[src/rtl/disc_pkg.sv]
package disc_pkg;
  localparam int DWORD_W = 32;
  localparam int VID_W   = 16;
  localparam int TYPE_W  = 8;
  localparam int IDX_W   = 8;
  localparam int ENTRY_W = VID_W + TYPE_W;

  // Reply dword layout, most significant field first
  typedef struct packed {
    logic [IDX_W-1:0]  next_idx;
    logic [TYPE_W-1:0] ptype;
    logic [VID_W-1:0]  vid;
  } rsp_word_t;

  // Request dword layout, most significant field first
  typedef struct packed {
    logic [DWORD_W-2*IDX_W-1:0] rsvd;
    logic [IDX_W-1:0]           version;
    logic [IDX_W-1:0]           index;
  } req_word_t;
endpackage

[src/rtl/disc_table.sv]
module disc_table
  import disc_pkg::*;
#(
  parameter int                      N_ENT       = 4,
  parameter logic [VID_W-1:0]        STD_VID     = 16'h0001,
  parameter logic [(N_ENT-1)*ENTRY_W-1:0] EXTRA_PROTS = '0
) (
  input  logic [IDX_W-1:0]  idx,
  output logic [VID_W-1:0]  vid,
  output logic [TYPE_W-1:0] ptype
);
  localparam int SEL_W = (N_ENT > 1) ? $clog2(N_ENT) : 1;
  localparam logic [IDX_W-1:0] LAST_IDX = IDX_W'(N_ENT - 1);

  logic [VID_W-1:0]  vid_rom  [N_ENT];
  logic [TYPE_W-1:0] type_rom [N_ENT];

  generate
    for (genvar g = 0; g < N_ENT; g++) begin : g_ent
      if (g == 0) begin : g_disc
        assign vid_rom[g]  = STD_VID;
        assign type_rom[g] = '0;
      end else begin : g_cfg
        assign vid_rom[g]  = EXTRA_PROTS[(g-1)*ENTRY_W +: VID_W];
        assign type_rom[g] = EXTRA_PROTS[(g-1)*ENTRY_W+VID_W +: TYPE_W];
      end
    end
  endgenerate

  logic             in_range;
  logic [SEL_W-1:0] sel;

  always_comb begin
    in_range = (idx <= LAST_IDX);
    sel      = in_range ? idx[SEL_W-1:0] : '0;
    vid      = vid_rom[sel];
    ptype    = type_rom[sel];
  end
endmodule

[src/rtl/disc_next.sv]
module disc_next
  import disc_pkg::*;
#(
  parameter int N_ENT = 4
) (
  input  logic [IDX_W-1:0] idx,
  output logic [IDX_W-1:0] next_idx
);
  localparam logic [IDX_W-1:0] LAST_IDX = IDX_W'(N_ENT - 1);

  always_comb begin
    if (idx < LAST_IDX) next_idx = idx + IDX_W'(1);
    else                next_idx = '0;
  end
endmodule

[src/rtl/disc_rsp_reg.sv]
module disc_rsp_reg
  import disc_pkg::*;
(
  input  logic               clk,
  input  logic               rst,
  input  logic               load,
  input  rsp_word_t          word_in,
  output logic               valid_q,
  output logic [DWORD_W-1:0] data_q
);
  always_ff @(posedge clk) begin
    if (rst) begin
      valid_q <= 1'b0;
      data_q  <= '0;
    end else begin
      valid_q <= load;
      if (load) data_q <= word_in;
    end
  end
endmodule

[src/rtl/disc_responder.sv]
module disc_responder
  import disc_pkg::*;
#(
  parameter int                           N_ENT       = 4,
  parameter logic [VID_W-1:0]             STD_VID     = 16'h0001,
  parameter logic [(N_ENT-1)*ENTRY_W-1:0] EXTRA_PROTS = 72'h00ABCD_021E98_010001
) (
  input  logic        clk,
  input  logic        rst,
  input  logic        req_valid,
  input  logic [31:0] req_data,
  output logic        rsp_valid,
  output logic [31:0] rsp_data
);
  req_word_t req;
  rsp_word_t word;
  logic      req_unused;

  assign req        = req_data;
  assign req_unused = ^{req.rsvd, req.version};

  disc_table #(
    .N_ENT      (N_ENT),
    .STD_VID    (STD_VID),
    .EXTRA_PROTS(EXTRA_PROTS)
  ) u_table (
    .idx  (req.index),
    .vid  (word.vid),
    .ptype(word.ptype)
  );

  disc_next #(
    .N_ENT(N_ENT)
  ) u_next (
    .idx     (req.index),
    .next_idx(word.next_idx)
  );

  disc_rsp_reg u_reg (
    .clk    (clk),
    .rst    (rst),
    .load   (req_valid),
    .word_in(word),
    .valid_q(rsp_valid),
    .data_q (rsp_data)
  );
endmodule

[config.mk]
export PLATFORM = sky130hd
export DESIGN_NAME = disc_responder
export DESIGN_NICKNAME = d
export VERILOG_FILES = /design/src/rtl/disc_pkg.sv /design/src/rtl/disc_table.sv /design/src/rtl/disc_next.sv /design/src/rtl/disc_rsp_reg.sv /design/src/rtl/disc_responder.sv
export SDC_FILE = /design/constraint.sdc
export NUM_CORES = 1
export LEC_CHECK = 0
export BUFFER_PORTS_ARGS = -buffer_cell sky130_fd_sc_hd__buf_4
export CORE_ASPECT_RATIO = 1.2
export CORE_UTILIZATION = 35
export CTS_BUF_LIST = sky130_fd_sc_hd__clkbuf_8
export DETAILED_ROUTE_END_ITERATION = 7
export PLACE_DENSITY = 0.81
export SYNTH_ARGS = -nofsm -noshare
export SYNTH_HDL_FRONTEND = slang
export SYNTH_SLANG_ARGS = --single-unit
[constraint.sdc]
create_clock -name clk -period 1.5 [get_ports clk]
set_input_delay 0.225 -clock clk [delete_from_list [all_inputs] [get_ports clk]]
set_output_delay 0.225 -clock clk [all_outputs]
set_load 0.05 [all_outputs]
==> flow_summary.toml <==
[worst_setup_path]
path_buf_inv = 1
arrival_ns = 1.45
reg2regPathDepth = 1
worstPathCellList = "buf_4, or4_4, nor4_4, a32o_1"
cpLargestDelayFamily = "simple AND/OR/NAND/NOR gates"
cp_slowest_stage_delay_ns = 0.55
worst-endpoint-required_ns = 1.69
crit_type = "in -> reg"
end_kind = "flop"
startpoint_type = "input pin"
crit_fanout = 5
timing.rr.start = "u_reg.data_q[17]$_SDFFE_PP0P_"
r2r_setup_slack_ns = 0.82
r2r-end = "u_reg.data_q[17]$_SDFFE_PP0P_"
crit_slowest_cell = "or4_4"

[clock_tree]
root_buffer = "clkbuf_8"
clk_pin_slew_worst_paths_ns = 0.06
numCtsBuffers = 3
cts_setup_buffers = 0
cts.sink_count = 14
clockBufferDepth = 2
worstSkewPairLatency_ns = 0.24
post_cts_resized = 0
cts_hold_buf = 0
cts_tree = "yes"
htreeDepth = 1

[sta]
period_share = 0.844
fin_setup_tns_ns = 0
slew_viol_final = 0
rsz0062_at_grt = "false"
hold_viol_final = 0
skew_ns = 0
fmaxAchievable_mhz = 790
setup_violations = 0
layout_min_cycle_time_ns = 1.27

[detailed_routing]
totalWireLength_um = 1090
wl_per_cell_um = 10.1
drc = 0
ant_nets = 0
num_vias = 482
drt_iter0_drc = 2
drt-vias-per-instance = 4.46
drtPass1Iterations = 2

[global_route]
grt_max_degree = 9
met3_usage = 0.0274
grt_pass1_wl_um = 1660
grt_usage = 0.117
grt_pass1_vias = 421
antenna_found_initial = 0
globalRouteMet1Util = 0.116
top_usage_layer = "met2"
met2_usage = 0.203
gr-total-overflow = 0

[die]
start_util = 0.384
die_area_um2 = 2020
ios = 68
core_um2 = 1680
die_h_um = 49.0
row_count = 16
die_w_um = 41.2

[logic_synthesis]
syn_avg_cell_area_um2 = 10.2
synth-seq-cells = 14
yosysWarnings = 0
synth_sequential_area_ratio = 0.434
synth_cell_type_count = 19
synth_cells = 63
syn_area_um2 = 646

[run]
cap_viol_max_count = 0

[min_path]
hold_path_depth = 2
holdPathEnd = "u_reg.data_q[11]$_SDFFE_PP0P_"
min-delay-start = "rst"
hold_path.class = "in -> reg"

[finish]
finalNetCount = 127
drive_gt1_frac = 0.500
fill_cells = 161
syn_to_final_growth_pct = 33.5
num_antenna_cells = 0
fin_util = 0.513

[placement]
place_congestion = 0.575
io_buffers = 34
dp_hpwl_um = 863

[pwr]
power.total_mw = 0.859
leakage_nw = 0.428
p_per_area_nw_per_um2 = 997
ir_drop_mv = 0.443

[status]
outcome = "finished, final reports clean"
[cells in the mapped netlist]
cell type  number  area [um2]
a211oi_1        1        7.51
a21oi_1         1        5.00
a22o_2          2        20.0
a32o_1          3        30.0
and2_1          6        37.5
buf_4          19         143
buf_6           1        11.3
conb_1          1        3.75
dfxtp_1        14         280
ha_1            1        12.5
inv_1           2        7.51
nand2b_1        1        6.26
nor2_1          5        18.8
nor2b_1         1        6.26
nor4_4          1        21.3
or2b_2          1        8.76
or3_1           1        6.26
or3b_2          1        8.76
or4_4           1        11.3
[sequential cells by signal, indices dropped and copies added (netlist names)]
name and flops:
u_reg.valid_q 1, u_reg.data_q 13
[metal layers]
layer,up-vias,part of all wire
met2,30,0.52
met1,219,0.37
met4,0,0
li1,233,-
met3,0,0.11
met5,-,0
[worst max-delay path by stage]
stage	startpoint	endpoint	slack, ns	cells past startpoint
after floorplan	req_data[4]	u_reg.data_q[15]$_SDFFE_PP0P_	0.19	3
after global placement	req_data[4]	u_reg.data_q[15]$_SDFFE_PP0P_	0.006	4
after detailed placement	req_data[4]	u_reg.data_q[15]$_SDFFE_PP0P_	-0.01	4
after CTS	req_data[4]	u_reg.data_q[15]$_SDFFE_PP0P_	0.25	4
after global routing	req_data[4]	u_reg.data_q[25]$_SDFFE_PP0P_	0.17	4
final	req_data[4]	u_reg.data_q[15]$_SDFFE_PP0P_	0.23	4
[power by group]
| group | internal [mW] | switching, mW | total [mW] |
|---|---|---|---|
| Sequential | 0.376 | 0.00155 | 0.377 |
| Clock | 0.232 | 0.130 | 0.362 |
| Combinational | 0.0323 | 0.0878 | 0.120 |
[cell type report]
| cell class | count | area [um2] | share of cell area |
|---|---|---|---|
| Clock buffer | 4 | 55.1 | 0.0639 |
| Inverter | 2 | 7.51 | 0.00871 |
| Multi-Input combinational cell | 35 | 234 | 0.271 |
| Sequential cell | 14 | 280 | 0.325 |
| Tap cell | 18 | 22.5 | 0.0261 |
| Timing Repair Buffer | 35 | 263 | 0.305 |
[metrics by stage]
stage	instance area, um2	hold WS (ns)	worst slack (ns)	std cells
4_1_cts	862	0.186	0.245	108
3_5_place_dp	807	0.445	-0.0105	104
2_1_floorplan	676	0.294	0.186	71
6_report	862	0.195	0.234	108
3_3_place_gp	807	0.441	0.00642	104
5_1_grt	862	0.186	0.167	108
[layout by cell type (no fill, tap or decap), drive strengths merged]
master and instances:
a211oi 1, a21oi 1, a22o 2, a32o 3
and2 6, buf 35, clkbuf 4, conb 9
dfxtp 14, ha 1, inv 2, nand2b 1
nor2 5, nor2b 1, nor4 1, or2b 1
or3 1, or3b 1, or4 1
[kinds of logic (layout without fill, tap and decap cells)]
group / after synthesis / count (layout) / synth area share
AOI/OAI and AO/OA: 7 / 7 / 0.0969
adders and majority gates: 1 / 1 / 0.0194
buffers and inverters: 22 / 41 / 0.250
DFF: 14 / 14 / 0.434
other: 1 / 9 / 0.00581
and+or+nand+nor: 18 / 18 / 0.194
Note: power is estimated with default switching activity, not from simulation.
